File: src/rtl/rtc_pkg.sv
package rtc_pkg;

    localparam int NFIELDS = 7;

    typedef enum logic [3:0] {
        FLD_SEC  = 4'd0,
        FLD_MIN  = 4'd1,
        FLD_HOUR = 4'd2,
        FLD_DOW  = 4'd3,
        FLD_DOM  = 4'd4,
        FLD_MON  = 4'd5,
        FLD_YEAR = 4'd6,
        FLD_CTRL = 4'd7,
        FLD_NONE = 4'd8
    } field_t;

    typedef enum logic [1:0] {
        RESP_IDLE = 2'd0,
        RESP_OK   = 2'd1,
        RESP_ERR  = 2'd2
    } resp_t;

    // Maps a register index to the field it reaches.
    function automatic field_t decode_index(input logic [7:0] idx);
        field_t f;
        case (idx)
            8'h00:   f = FLD_SEC;
            8'h02:   f = FLD_MIN;
            8'h04:   f = FLD_HOUR;
            8'h06:   f = FLD_DOW;
            8'h07:   f = FLD_DOM;
            8'h08:   f = FLD_MON;
            8'h09:   f = FLD_YEAR;
            8'h0A,
            8'h0B,
            8'h0C,
            8'h0D:   f = FLD_CTRL;
            default: f = FLD_NONE;
        endcase
        return f;
    endfunction

endpackage

File: src/rtl/rtc_tick_div.sv
module rtc_tick_div #(
    parameter int TICKS = 1024
) (
    input  logic clk,
    input  logic rst_n,
    input  logic tick_in,
    output logic roll,
    output logic irq_pulse
);
    localparam int CW = $clog2(TICKS);
    localparam logic [CW-1:0] LAST = CW'(TICKS - 1);

    logic [CW-1:0] cnt_q;
    logic          irq_q;

    assign roll      = tick_in && (cnt_q == LAST);
    assign irq_pulse = irq_q;

    always_ff @(posedge clk or negedge rst_n) begin
        if (!rst_n) begin
            cnt_q <= '0;
            irq_q <= 1'b0;
        end else begin
            irq_q <= tick_in;
            if (tick_in) begin
                if (cnt_q == LAST) cnt_q <= '0;
                else               cnt_q <= cnt_q + 1'b1;
            end
        end
    end


    irq_follows_tick_chk: assert property (@(posedge clk) disable iff (!rst_n)
        tick_in |=> irq_pulse);

    irq_quiet_chk: assert property (@(posedge clk) disable iff (!rst_n)
        !tick_in |=> !irq_pulse);

    cnt_wrap_chk: assert property (@(posedge clk) disable iff (!rst_n)
        roll |=> (cnt_q == '0));

    cnt_hold_chk: assert property (@(posedge clk) disable iff (!rst_n)
        !tick_in |=> $stable(cnt_q));

endmodule

File: src/rtl/rtc_calendar.sv
module rtc_calendar
    import rtc_pkg::*;
#(
    parameter int W        = 8,
    parameter int SEC_WRAP = 60
) (
    input  logic         clk,
    input  logic         rst_n,
    input  logic         wr_en,
    input  field_t       wr_fld,
    input  logic [W-1:0] wr_data,
    input  logic         sec_step,
    input  field_t       rd_fld,
    output logic [W-1:0] rd_val
);
    localparam logic [W-1:0] SEC_TOP = W'(SEC_WRAP - 1);

    logic [W-1:0] fld_q [NFIELDS];
    logic         sec_wr;

    assign sec_wr = wr_en && (wr_fld == FLD_SEC);

    always_ff @(posedge clk or negedge rst_n) begin
        if (!rst_n) begin
            for (int i = 0; i < NFIELDS; i++) fld_q[i] <= '0;
        end else begin
            for (int i = 0; i < NFIELDS; i++) begin
                if (wr_en && (int'(wr_fld) == i)) begin
                    if (i == int'(FLD_MON)) fld_q[i] <= wr_data - 1'b1;
                    else                    fld_q[i] <= wr_data;
                end else if ((i == int'(FLD_SEC)) && sec_step) begin
                    if (fld_q[i] >= SEC_TOP) fld_q[i] <= '0;
                    else                     fld_q[i] <= fld_q[i] + 1'b1;
                end
            end
        end
    end

    always_comb begin
        rd_val = '0;
        for (int i = 0; i < NFIELDS; i++) begin
            if (int'(rd_fld) == i) rd_val = fld_q[i];
        end
        if (rd_fld == FLD_MON) rd_val = fld_q[int'(FLD_MON)] + 1'b1;
    end


    sec_advance_chk: assert property (@(posedge clk) disable iff (!rst_n)
        (sec_step && !sec_wr) |=>
        (fld_q[0] == (($past(fld_q[0]) >= SEC_TOP) ? '0 : $past(fld_q[0]) + 1'b1)));

    min_no_carry_chk: assert property (@(posedge clk) disable iff (!rst_n)
        (sec_step && !(wr_en && wr_fld == FLD_MIN)) |=> $stable(fld_q[1]));

    sec_write_wins_chk: assert property (@(posedge clk) disable iff (!rst_n)
        sec_wr |=> (fld_q[0] == $past(wr_data)));

    mon_store_chk: assert property (@(posedge clk) disable iff (!rst_n)
        (wr_en && wr_fld == FLD_MON) |=> (fld_q[5] == $past(wr_data) - 1'b1));

endmodule

File: src/rtl/rtc_port_fsm.sv
module rtc_port_fsm
    import rtc_pkg::*;
#(
    parameter logic [7:0] IDX_ADDR  = 8'h70,
    parameter logic [7:0] DATA_ADDR = 8'h71
) (
    input  logic       clk,
    input  logic       rst_n,
    input  logic [7:0] bus_addr,
    input  logic       bus_wr,
    input  logic       bus_rd,
    input  logic [7:0] bus_wdata,
    input  logic [7:0] rd_val,
    output logic       cal_wr,
    output field_t     cal_fld,
    output logic [7:0] bus_rdata,
    output logic       acc_err
);
    logic [7:0] index_q;
    logic [7:0] rdata_q;
    resp_t      resp_q, resp_d;
    field_t     fld;
    logic       idx_wr, idx_rd, data_wr, data_rd, data_acc;

    assign fld      = decode_index(index_q);
    assign idx_wr   = bus_wr && (bus_addr == IDX_ADDR);
    assign idx_rd   = bus_rd && (bus_addr == IDX_ADDR);
    assign data_wr  = bus_wr && (bus_addr == DATA_ADDR);
    assign data_rd  = bus_rd && (bus_addr == DATA_ADDR);
    assign data_acc = data_wr || data_rd;

    assign cal_fld  = fld;
    assign cal_wr   = data_wr && (fld != FLD_CTRL) && (fld != FLD_NONE);

    // Next-state logic
    always_comb begin
        if (data_acc && (fld == FLD_NONE))   resp_d = RESP_ERR;
        else if (data_acc || idx_wr || idx_rd) resp_d = RESP_OK;
        else                                 resp_d = RESP_IDLE;
    end

    // State register, index register and read-data capture
    always_ff @(posedge clk or negedge rst_n) begin
        if (!rst_n) begin
            resp_q  <= RESP_IDLE;
            index_q <= '0;
            rdata_q <= '0;
        end else begin
            resp_q <= resp_d;
            if (idx_wr) index_q <= bus_wdata;
            if (idx_rd) begin
                rdata_q <= index_q;
            end else if (data_rd) begin
                unique case (fld)
                    FLD_NONE: rdata_q <= 8'hFF;
                    FLD_CTRL: rdata_q <= 8'h00;
                    default:  rdata_q <= rd_val;
                endcase
            end
        end
    end

    // Outputs
    always_comb begin
        unique case (resp_q)
            RESP_ERR: acc_err = 1'b1;
            default:  acc_err = 1'b0;
        endcase
    end
    assign bus_rdata = rdata_q;


    index_sel_chk: assert property (@(posedge clk) disable iff (!rst_n)
        idx_wr |=> (index_q == $past(bus_wdata)));

    bad_read_chk: assert property (@(posedge clk) disable iff (!rst_n)
        (data_rd && fld == FLD_NONE) |=> (acc_err && bus_rdata == 8'hFF));

    bad_write_no_store_chk: assert property (@(posedge clk) disable iff (!rst_n)
        (fld == FLD_NONE) |-> !cal_wr);

    ctrl_write_quiet_chk: assert property (@(posedge clk) disable iff (!rst_n)
        (data_wr && !data_rd && fld == FLD_CTRL) |=> !acc_err);

    ctrl_read_zero_chk: assert property (@(posedge clk) disable iff (!rst_n)
        (data_rd && fld == FLD_CTRL) |=> (bus_rdata == 8'h00));

endmodule

File: src/rtl/rtc_idx_clock.sv
module rtc_idx_clock
    import rtc_pkg::*;
#(
    parameter logic [7:0] IDX_ADDR  = 8'h70,
    parameter logic [7:0] DATA_ADDR = 8'h71,
    parameter int         TICKS     = 1024,
    parameter int         SEC_WRAP  = 60
) (
    input  logic       clk,
    input  logic       rst_n,
    input  logic [7:0] bus_addr,
    input  logic       bus_wr,
    input  logic       bus_rd,
    input  logic [7:0] bus_wdata,
    input  logic       tick_in,
    output logic [7:0] bus_rdata,
    output logic       irq_pulse,
    output logic       acc_err
);
    logic       roll;
    logic       cal_wr;
    field_t     cal_fld;
    logic [7:0] rd_val;

    rtc_tick_div #(.TICKS(TICKS)) u_div (
        .clk       (clk),
        .rst_n     (rst_n),
        .tick_in   (tick_in),
        .roll      (roll),
        .irq_pulse (irq_pulse)
    );

    rtc_calendar #(.W(8), .SEC_WRAP(SEC_WRAP)) u_cal (
        .clk      (clk),
        .rst_n    (rst_n),
        .wr_en    (cal_wr),
        .wr_fld   (cal_fld),
        .wr_data  (bus_wdata),
        .sec_step (roll),
        .rd_fld   (cal_fld),
        .rd_val   (rd_val)
    );

    rtc_port_fsm #(.IDX_ADDR(IDX_ADDR), .DATA_ADDR(DATA_ADDR)) u_port (
        .clk       (clk),
        .rst_n     (rst_n),
        .bus_addr  (bus_addr),
        .bus_wr    (bus_wr),
        .bus_rd    (bus_rd),
        .bus_wdata (bus_wdata),
        .rd_val    (rd_val),
        .cal_wr    (cal_wr),
        .cal_fld   (cal_fld),
        .bus_rdata (bus_rdata),
        .acc_err   (acc_err)
    );


    reset_outputs_chk: assert property (@(posedge clk)
        !rst_n |=> (bus_rdata == 8'h00 && !irq_pulse && !acc_err));

endmodule

File: config.mk
export PLATFORM = sky130hd
export DESIGN_NAME = rtc_idx_clock
export DESIGN_NICKNAME = d
export VERILOG_FILES = /design/src/rtl/rtc_pkg.sv /design/src/rtl/rtc_tick_div.sv /design/src/rtl/rtc_calendar.sv /design/src/rtl/rtc_port_fsm.sv /design/src/rtl/rtc_idx_clock.sv
export SDC_FILE = /design/constraint.sdc
export NUM_CORES = 1
export LEC_CHECK = 0
export ABC_CLOCK_PERIOD_IN_PS = 3900
export BUFFER_PORTS_ARGS = -buffer_cell sky130_fd_sc_hd__buf_4
export CORE_ASPECT_RATIO = 1.25
export CORE_UTILIZATION = 48
export CTS_BUF_LIST = sky130_fd_sc_hd__clkbuf_4
export DETAILED_ROUTE_END_ITERATION = 10
export PLACE_DENSITY = 0.66
export SETUP_SLACK_MARGIN = 0.4
export SLEW_MARGIN = 10
export SYNTH_ARGS = -nofsm -noshare
export SYNTH_HDL_FRONTEND = slang
export SYNTH_SLANG_ARGS = --single-unit
File: constraint.sdc
create_clock -name clk -period 3.9 [get_ports clk]
set_input_delay 0.195 -clock clk [delete_from_list [all_inputs] [get_ports clk]]
set_output_delay 0.195 -clock clk [all_outputs]
set_load 0.005 [all_outputs]
==> flow_summary.json, run 1 <==
{
  "antenna_cells": 0,
  "die_w_um": 89.0,
  "grt_overflow": 0,
  "critPathLaunchType": "register",
  "cts_made_buffers": 9,
  "drt_wl_total_mm": 10.4,
  "rsz0062_at_grt": "false",
  "cts_sinks": 85,
  "critPathSlowestCell": "dfrtp_1",
  "worst_path_most_repeated_cell": "and3_1",
  "area_growth_syn_to_layout_pct": 9.80,
  "ys.flop_type": "dfrtp_1",
  "fmax_ghz": 0.348,
  "finalCritPeriodShare": 0.736,
  "firstDrtPassIters": 7,
  "viasPerCell": 5.95,
  "max_stage_delay_ns": 0.72,
  "status": "complete, no violations",
  "finalHoldViolations": 0,
  "slew_headroom": 0.294,
  "synth-seq-cells": 85,
  "grt_max_degree": 86,
  "avgSynthCellArea_um2": 10.7,
  "required_ns": 4.24,
  "htreeDepth": 3,
  "postRouteAntennaNets": 0,
  "grt_pass1_vias": 3247,
  "root_buffer": "clkbuf_4",
  "synth_top_cell_area_share": 0.468,
  "layout_commonest_cell": "dfrtp_1",
  "clk_path_buf_depth": 2,
  "dieHeight_um": 111,
  "crit_fanout": 24,
  "row_count": 39,
  "post_cts_resize_count": 0,
  "remaining_drc_errors": 0,
  "setup.worst_path.class": "reg -> reg",
  "path_buf_inv": 0,
  "tightestPinTransition_ns": 1.06,
  "cts_setup_buffers": 0,
  "cp_cell_sequence": "or3b_1 > o21ai_0 > and3_1 > and3_1 > mux2_2",
  "initial_core_util": 0.495,
  "dr_total_vias": 3404,
  "clk_pin_slew_worst_paths_ns": 0.14,
  "clk_latency_ns": 0.46,
  "synth-seq-area-share": 0.468,
  "grt_pass1_wl_mm": 17.2,
  "crit_path_end_kind": "register",
  "leakage_nw": 2.31,
  "drv_cap": 0,
  "synthTopCellsByArea": "dfrtp_1 (47%), mux2_2 (12%), o21ai_0 (3.1%)",
  "report.final.slew_viol_count": 0,
  "setup_viol": 0,
  "synth_cells": 423,
  "synth_cell_types": 64,
  "postCtsHoldBufs": 2,
  "die-area_mm2": 0.00986,
  "hp-class": "in -> reg",
  "synthArstFlopShare": 1.00,
  "netlist_area_mm2": 0.00454,
  "final_cell_mix": "dfrtp_1 (85), mux2_2 (49), nor2_1 (36), buf_4 (32), nand2_1 (31)",
  "core_mm2": 0.00917,
  "wl_per_cell_um": 18.2,
  "yosysWarnings": 0,
  "syn_nets": 448,
  "antenna_found_initial": 0,
  "io_pins": 31,
  "fin_nets": 469,
  "arrival_ns": 3.22,
  "port_buffers": 30,
  "dpl.hpwl_mm": 7.22,
  "whs_ns": 0.0182,
  "ir_drop_uv": 141,
  "stdcell_area_mm2": 0.00499,
  "synth_edf_count": 0,
  "place_area_mm2": 0.00478,
  "tritoncts": "yes",
  "fin_util": 0.544,
  "p_per_area_mw_per_mm2": 370,
  "skew_ns": 0.0173,
  "synth_top_area_cell": "dfrtp_1",
  "grt_use_total": 0.234,
  "initialDrtViolationCount": 337,
  "gp_congestion": 0.937,
  "layout-drive-gt1-share": 0.256,
  "critical-path-top-delay-family": "simple AND/OR/NAND/NOR gates",
  "period_minus_slack_ns": 2.87,
  "finalSetupTns_ns": 0
}
-- report_power, final --
part | total [mW] | switching, mW | internal [mW]
combinational | 0.224 | 0.125 | 0.0988
clock | 0.638 | 0.307 | 0.331
sequential | 0.986 | 0.0618 | 0.924
total | 1.85 | 0.494 | 1.35
-- per-stage QoR --
step / setup slack [ns] / power [mW] / std cells
floorplan: 1.74 / 1.13 / 423
finish: 1.03 / 1.85 / 572
global route: 0.761 / 1.93 / 572
detailed placement: 1.06 / 1.22 / 554
global placement: 1.16 / 1.22 / 554
CTS: 1.02 / 1.86 / 572
-- final timing paths --
kind / startpoint / endpoint / slack, ns / cells past startpoint
min reg2reg: u_div.cnt_q[8] / u_div.cnt_q[8] / 0.48 / 1
min: bus_addr[2] / u_port.resp_q[1] / 0.02 / 4
max: u_port.index_q[2] / u_cal.fld_q[18] / 1.03 / 5
max in group asynchronous: rst_n / u_cal.fld_q[0] / 2.77 / 2
max reg2reg: u_port.index_q[2] / u_cal.fld_q[18] / 1.03 / 5
min in group asynchronous: rst_n / u_div.cnt_q[2] / 0.47 / 2
-- worst register-to-register path, cell delays in order (launching register included) --
cell and delay, ns:
dfrtp_1 0.72, or3b_1 0.62, o21ai_0 0.18, and3_1 0.42, and3_1 0.43, mux2_2 0.38
-- state kept, by name, summed over array words and instances, names as in the netlist --
signal and flops:
u_port.bus_rdata 8, u_port.index_q 8, u_port.resp_q 2, u_div.cnt_q 10, u_cal.fld_q 56, u_div.irq_pulse 1
-- cells by family (layout without fill, tap and decap cells) --
| kind of cell | count (synthesis) | count (layout) | synth area share |
|---|---|---|---|
| and+or+nand+nor | 140 | 140 | 0.176 |
| muxes | 60 | 60 | 0.160 |
| buffers and inverters | 35 | 61 | 0.0432 |
| xor gates and xnor gates | 14 | 14 | 0.0270 |
| adders and majority gates | 4 | 4 | 0.0110 |
| DFF | 85 | 85 | 0.468 |
| AOI/OAI and AO/OA | 85 | 85 | 0.115 |
-- synth_stat cells (all sizes together), types with 4 or more instances --
cell and n:
and2 5, nand4 7, mux4 5, mux2i 5, dfrtp 85, nor3b 4
o211ai 6, and3 4, nand3 16, or3 5, o21ai 28, inv 11
clkbuf 16, buf 8, xnor2 8, a31oi 5, nor2 36, ha 4
nand2 32, nor3 4, mux2 50, a21oi 23, nor4 6, xor2 6
-- final cells by class --
class,count,area (um^2)
inverters,11,41.3
fillers,853,4190
clock buffers,10,75.1
flip-flops and latches,85,2130
multi-input cells,303,2220
clock inverters,6,111
repair buffers,34,260
well taps,123,154
-- layer usage --
layer / track usage / part of all wire / vias up
met5: 0 / 0 / -
met4: 0.0836 / 0.025 / 0
met3: 0.0469 / 0.050 / 24
met2: 0.369 / 0.48 / 105
met1: 0.318 / 0.45 / 1690
li1: - / - / 1585
No activity file was read; power rests on OpenSTA's default activity.
==> inputs of run 2 (changes only) <==
ABC_CLOCK_PERIOD_IN_PS = 2600   (was 3900)
PLACE_DENSITY = 0.68   (was 0.66)
clock period = 2.6 ns   (was 3.9 ns; I/O delays follow)
==> run 2 against run 1 <==
Clock skew is 0.0018 ns higher; first-iteration DRC count is 22% higher; utilization is 2.1 points higher; power is 43% higher; via count is 3.6% higher; combinational power is 76% higher; setup slack worse by 0.57 ns; clock power is 23% higher; critical endpoint is now u_cal.fld_q[5]; non-clock buffer count is 25 higher; final cell count is 4.4% higher; register-to-register slack worse by 0.57 ns; largest cell class unchanged.
==> flow_summary.json, run 2 (synthesis gave the netlist of run 1 again) <==
{
  "grt_max_degree": 86,
  "initial_core_util": 0.495,
  "row_count": 39,
  "finalHoldViolations": 0,
  "crit_fanout": 8,
  "power_mw": 2.64,
  "grt_pass1_wl_mm": 17.6,
  "viasPerCell": 5.91,
  "worst_path_most_repeated_cell": "buf_4",
  "n_fill_cell": 821,
  "cts_made_buffers": 9,
  "critPathSlowestCell": "or4_4",
  "whs_ns": 0.0221,
  "dieHeight_um": 111,
  "tightestPinTransition_ns": 1.07,
  "postRouteAntennaNets": 0,
  "regMostFlops": "u_cal.fld_q",
  "multi_input_area_mm2": 0.00224,
  "firstDrtPassIters": 5,
  "drt_wl_total_mm": 10.8,
  "dpl.hpwl_mm": 7.50,
  "leakage_nw": 2.40,
  "arrival_ns": 2.50,
  "ir_drop_uv": 256,
  "fin_nets": 494,
  "port_buffers": 30,
  "report.final.slew_viol_count": 0,
  "finalSetupTns_ns": 0,
  "hp-class": "in -> reg",
  "initialDrtViolationCount": 412,
  "max_stage_delay_ns": 0.62,
  "grt_overflow": 0,
  "finalCritPeriodShare": 0.824,
  "final_cell_mix": "dfrtp_1 (82), mux2_2 (49), buf_4 (48), nor2_1 (36), nand2_1 (31)",
  "die-area_mm2": 0.00986,
  "htreeDepth": 3,
  "drv_cap": 0,
  "cts_sinks": 85,
  "critPathLaunchType": "register",
  "antenna_cells": 0,
  "area_growth_syn_to_layout_pct": 14.1,
  "layout_commonest_cell": "dfrtp_1",
  "reg_top3": "u_cal.fld_q x56, u_div.cnt_q x10",
  "period_minus_slack_ns": 2.14,
  "remaining_drc_errors": 0,
  "antenna_found_initial": 0,
  "grt_use_total": 0.239,
  "largest_reg_flops": 56,
  "slew_headroom": 0.287,
  "fmax_ghz": 0.467,
  "p_per_area_mw_per_mm2": 510,
  "cp_cell_sequence": "or4_4 > buf_4 > nor4_4 > buf_4 > mux2_2",
  "setup_viol": 0,
  "regArea_mm2": 0.00213,
  "required_ns": 2.95,
  "setup.worst_path.class": "reg -> reg",
  "root_buffer": "clkbuf_4",
  "dr_total_vias": 3526,
  "clk_latency_ns": 0.46,
  "skew_ns": 0.0191,
  "fin_util": 0.565,
  "tritoncts": "yes",
  "status": "complete, no violations",
  "crit_path_end_kind": "register",
  "clk_pin_slew_worst_paths_ns": 0.15,
  "io_pins": 31,
  "rsz0062_at_grt": "false",
  "core_mm2": 0.00917,
  "layout-drive-gt1-share": 0.291,
  "grt_pass1_vias": 3415,
  "gp_congestion": 1.02,
  "wl_per_cell_um": 18.1,
  "die_w_um": 89.0,
  "clk_path_buf_depth": 2
}
[run 2: cell types whose count changed in the layout (fill, tap and decap cells not counted), moves of 2 or more]
cell / previous run / this run
clkinvlp_4: 1 / 3
dfrtp_2: 0 / 3
dlygate4sd3_1: 2 / 11
dfrtp_1: 85 / 82
bufinv_16: 3 / 1
buf_4: 32 / 48
[run 2: final cells by class]
type                            instances  share of cell area
Clock buffer                            9              0.0130
Clock inverter                          7              0.0145
Inverter                               11             0.00797
Multi-Input combinational cell        303               0.433
Sequential cell                        85               0.411
Tap cell                              123              0.0297
Timing Repair Buffer                   59              0.0908
[run 2: path summary, 6_finish.rpt]
path                                    from           endpoint  slack, ns  depth (start not counted)
max                        u_port.index_q[7]     u_cal.fld_q[5]       0.46                          5
min                             bus_wdata[4]    u_cal.fld_q[52]       0.02                          3
max reg2reg                u_port.index_q[7]     u_cal.fld_q[5]       0.46                          5
min reg2reg                   u_div.cnt_q[8]     u_div.cnt_q[8]       0.50                          1
max in group asynchronous              rst_n  u_port.index_q[3]       1.47                          2
min in group asynchronous              rst_n     u_div.cnt_q[1]       0.40                          2
[run 2: per-layer routing]
metal	vias to the layer above	routed length, um	global-route usage
li1	1641	-	-
met1	1738	4620	0.319
met2	117	5120	0.369
met3	30	612	0.0484
met4	0	425	0.119
met5	-	0	0
[run 2: through the flow]
| step | instances | setup slack [ns] | area (um^2) |
|---|---|---|---|
| floorplan | 423 | 0.444 | 4540 |
| global placement | 563 | 0.471 | 4850 |
| detailed placement | 563 | 0.422 | 4850 |
| CTS | 592 | 0.402 | 5120 |
| global route | 597 | 0.399 | 5180 |
| finish | 597 | 0.457 | 5180 |
[run 2: repair_timing]
item	4_1_cts	5_1_grt
gates resized for setup	0	9
hold endpoints to repair	110	0
pin swaps	1	3
hold buffers	11	0
setup buffers	2	5
endpoints found under the setup margin	1	49
[run 2: where the power goes]
group	internal [mW]	switching, mW
logic	0.178	0.217
registers	1.39	0.0791
clock network	0.295	0.488
[run 2: worst max-delay path: cells and delay by family, from the launching register on]
kind | cells | cell delay, ns
simple gates | 2 | 0.85
flops | 1 | 0.45
buf+inv | 2 | 0.38
mux | 1 | 0.35
==> inputs of run 3 (changes only) <==
ABC_CLOCK_PERIOD_IN_PS = 2110   (was 2600)
PLACE_DENSITY = 0.66   (was 0.68)
clock period = 2.11 ns   (was 2.6 ns; I/O delays follow)
==> run 3 against run 2 <==
Global-route usage grew 1.6 points; utilization rose by 5.6 points; worst hold slack got worse by 0.0059 ns; clock power increased by 17%; setup slack got worse by 0.36 ns; count of clock-buffer cells in the layout rose by 3; die area unchanged; clock skew decreased by 0.0042 ns; final cell count is 5.4% higher; register-to-register slack lost 0.36 ns; via count grew 4.0%; critical path type unchanged.
==> flow_summary.json, run 3 (synthesis gave the netlist of run 1 again) <==
{
  "status": "complete, no violations",
  "crit_fanout": 8,
  "grt_overflow": 0,
  "root_buffer": "clkbuf_4",
  "dpl.hpwl_mm": 7.92,
  "grt_pass1_vias": 3738,
  "finalCritPeriodShare": 0.954,
  "clk_latency_ns": 0.44,
  "fin_nets": 527,
  "finalSetupTns_ns": 0,
  "largest_reg_flops": 56,
  "crit_path_end_kind": "register",
  "antenna_found_initial": 0,
  "core_mm2": 0.00917,
  "layout-drive-gt1-share": 0.368,
  "wl_per_cell_um": 18.6,
  "setup.worst_path.class": "reg -> reg",
  "dieHeight_um": 111,
  "reg_top3": "u_cal.fld_q x56, u_div.cnt_q x10",
  "drt_wl_total_mm": 11.7,
  "arrival_ns": 2.34,
  "firstDrtPassIters": 7,
  "leakage_nw": 2.64,
  "initialDrtViolationCount": 189,
  "antenna_cells": 0,
  "clk_pin_slew_worst_paths_ns": 0.12,
  "layout_commonest_cell": "dfrtp_1",
  "critPathLaunchType": "register",
  "p_per_area_mw_per_mm2": 582,
  "gp_congestion": 0.930,
  "reg2reg_slack_ns": 0.1,
  "skew_ns": 0.0149,
  "rsz0062_at_grt": "true",
  "die-area_mm2": 0.00986,
  "multi_input_area_mm2": 0.00243,
  "remaining_drc_errors": 0,
  "slew_headroom": 0.656,
  "finalHoldViolations": 0,
  "required_ns": 2.44,
  "regArea_mm2": 0.00213,
  "cts_sinks": 85,
  "row_count": 39,
  "fin_util": 0.621,
  "final_cell_mix": "dfrtp_1 (83), buf_4 (66), mux2_2 (34), nor2_1 (33), nand2_1 (29)",
  "io_pins": 31,
  "area_growth_syn_to_layout_pct": 25.4,
  "regMostFlops": "u_cal.fld_q",
  "ir_drop_uv": 354,
  "fmax_ghz": 0.497,
  "tightestPinTransition_ns": 0.517,
  "viasPerCell": 5.83,
  "tritoncts": "yes",
  "initial_core_util": 0.495,
  "htreeDepth": 3,
  "setup_viol": 0,
  "cts_made_buffers": 9,
  "grt_pass1_wl_mm": 18.7,
  "period_minus_slack_ns": 2.01,
  "clk_path_buf_depth": 2,
  "grt_max_degree": 41,
  "hp-class": "in -> reg",
  "grt_use_total": 0.255,
  "postRouteAntennaNets": 0,
  "die_w_um": 89.0,
  "port_buffers": 30,
  "drv_cap": 0,
  "n_fill_cell": 738,
  "dr_total_vias": 3667,
  "report.final.slew_viol_count": 0
}
-- run 3: per-layer routing --
metal  part of all wire  vias up  global-route usage
met2               0.51       99               0.418
met4              0.038        0               0.138
met5                  0        -                   0
li1                   -     1709                   -
met3              0.034       36              0.0417
met1               0.42     1823               0.317
-- run 3: stage by stage --
| step | cell area, um^2 | setup WS [ns] | total power, mW | instances | hold WS [ns] |
|---|---|---|---|---|---|
| final | 5700 | 0.0964 | 3.32 | 629 | 0.0162 |
| after global routing | 5700 | 0.0353 | 3.47 | 629 | 0.0123 |
| after CTS | 5540 | 0.131 | 3.30 | 621 | 0.000521 |
| after detailed placement | 4990 | 0.0802 | 2.30 | 575 | 0.117 |
| after global placement | 4990 | 0.119 | 2.29 | 575 | 0.113 |
| after floorplan | 4570 | 0.0669 | 2.09 | 423 | -0.190 |
-- run 3: path summary, 6_finish.rpt --
path | startpoint | depth (start not counted) | end
min reg2reg | u_div.cnt_q[8] | 1 | u_div.cnt_q[8]
min in group asynchronous | rst_n | 2 | u_div.cnt_q[0]
max | u_port.index_q[7] | 5 | u_cal.fld_q[42]
max reg2reg | u_port.index_q[7] | 5 | u_cal.fld_q[42]
min | bus_wdata[2] | 3 | u_cal.fld_q[50]
max in group asynchronous | rst_n | 3 | u_cal.fld_q[27]
-- run 3: critical path: stages (launching register included) --
cell	delay (ns)
dfrtp_1	0.46
or4_4	0.59
nor3_4	0.17
buf_6	0.16
nand4b_4	0.20
mux2_2	0.33
-- run 3: report_power, final --
| group | switching, mW | internal [mW] | leakage, nW | total, mW |
|---|---|---|---|---|
| sequential | 0.0972 | 1.71 | 1.16 | 1.81 |
| clock | 0.524 | 0.389 | 0.0725 | 0.914 |
| combinational | 0.308 | 0.289 | 1.41 | 0.597 |
| total | 0.930 | 2.39 | 2.64 | 3.32 |
-- run 3: area by class of cell --
| type | instances | share of cell area |
|---|---|---|
| multi-input combinational | 303 | 0.426 |
| clock buffer | 12 | 0.0158 |
| sequential | 85 | 0.374 |
| tap | 123 | 0.0270 |
| timing repair buffer | 92 | 0.143 |
| clock inverter | 3 | 0.00659 |
| inverter | 11 | 0.00791 |
-- run 3: timing repair --
item	4_1_cts	5_1_grt
setup buffers	19	8
hold endpoints to repair	61	0
setup endpoints to repair	64	66
hold buffers	12	0
resized for setup	43	26
pin swaps	13	15
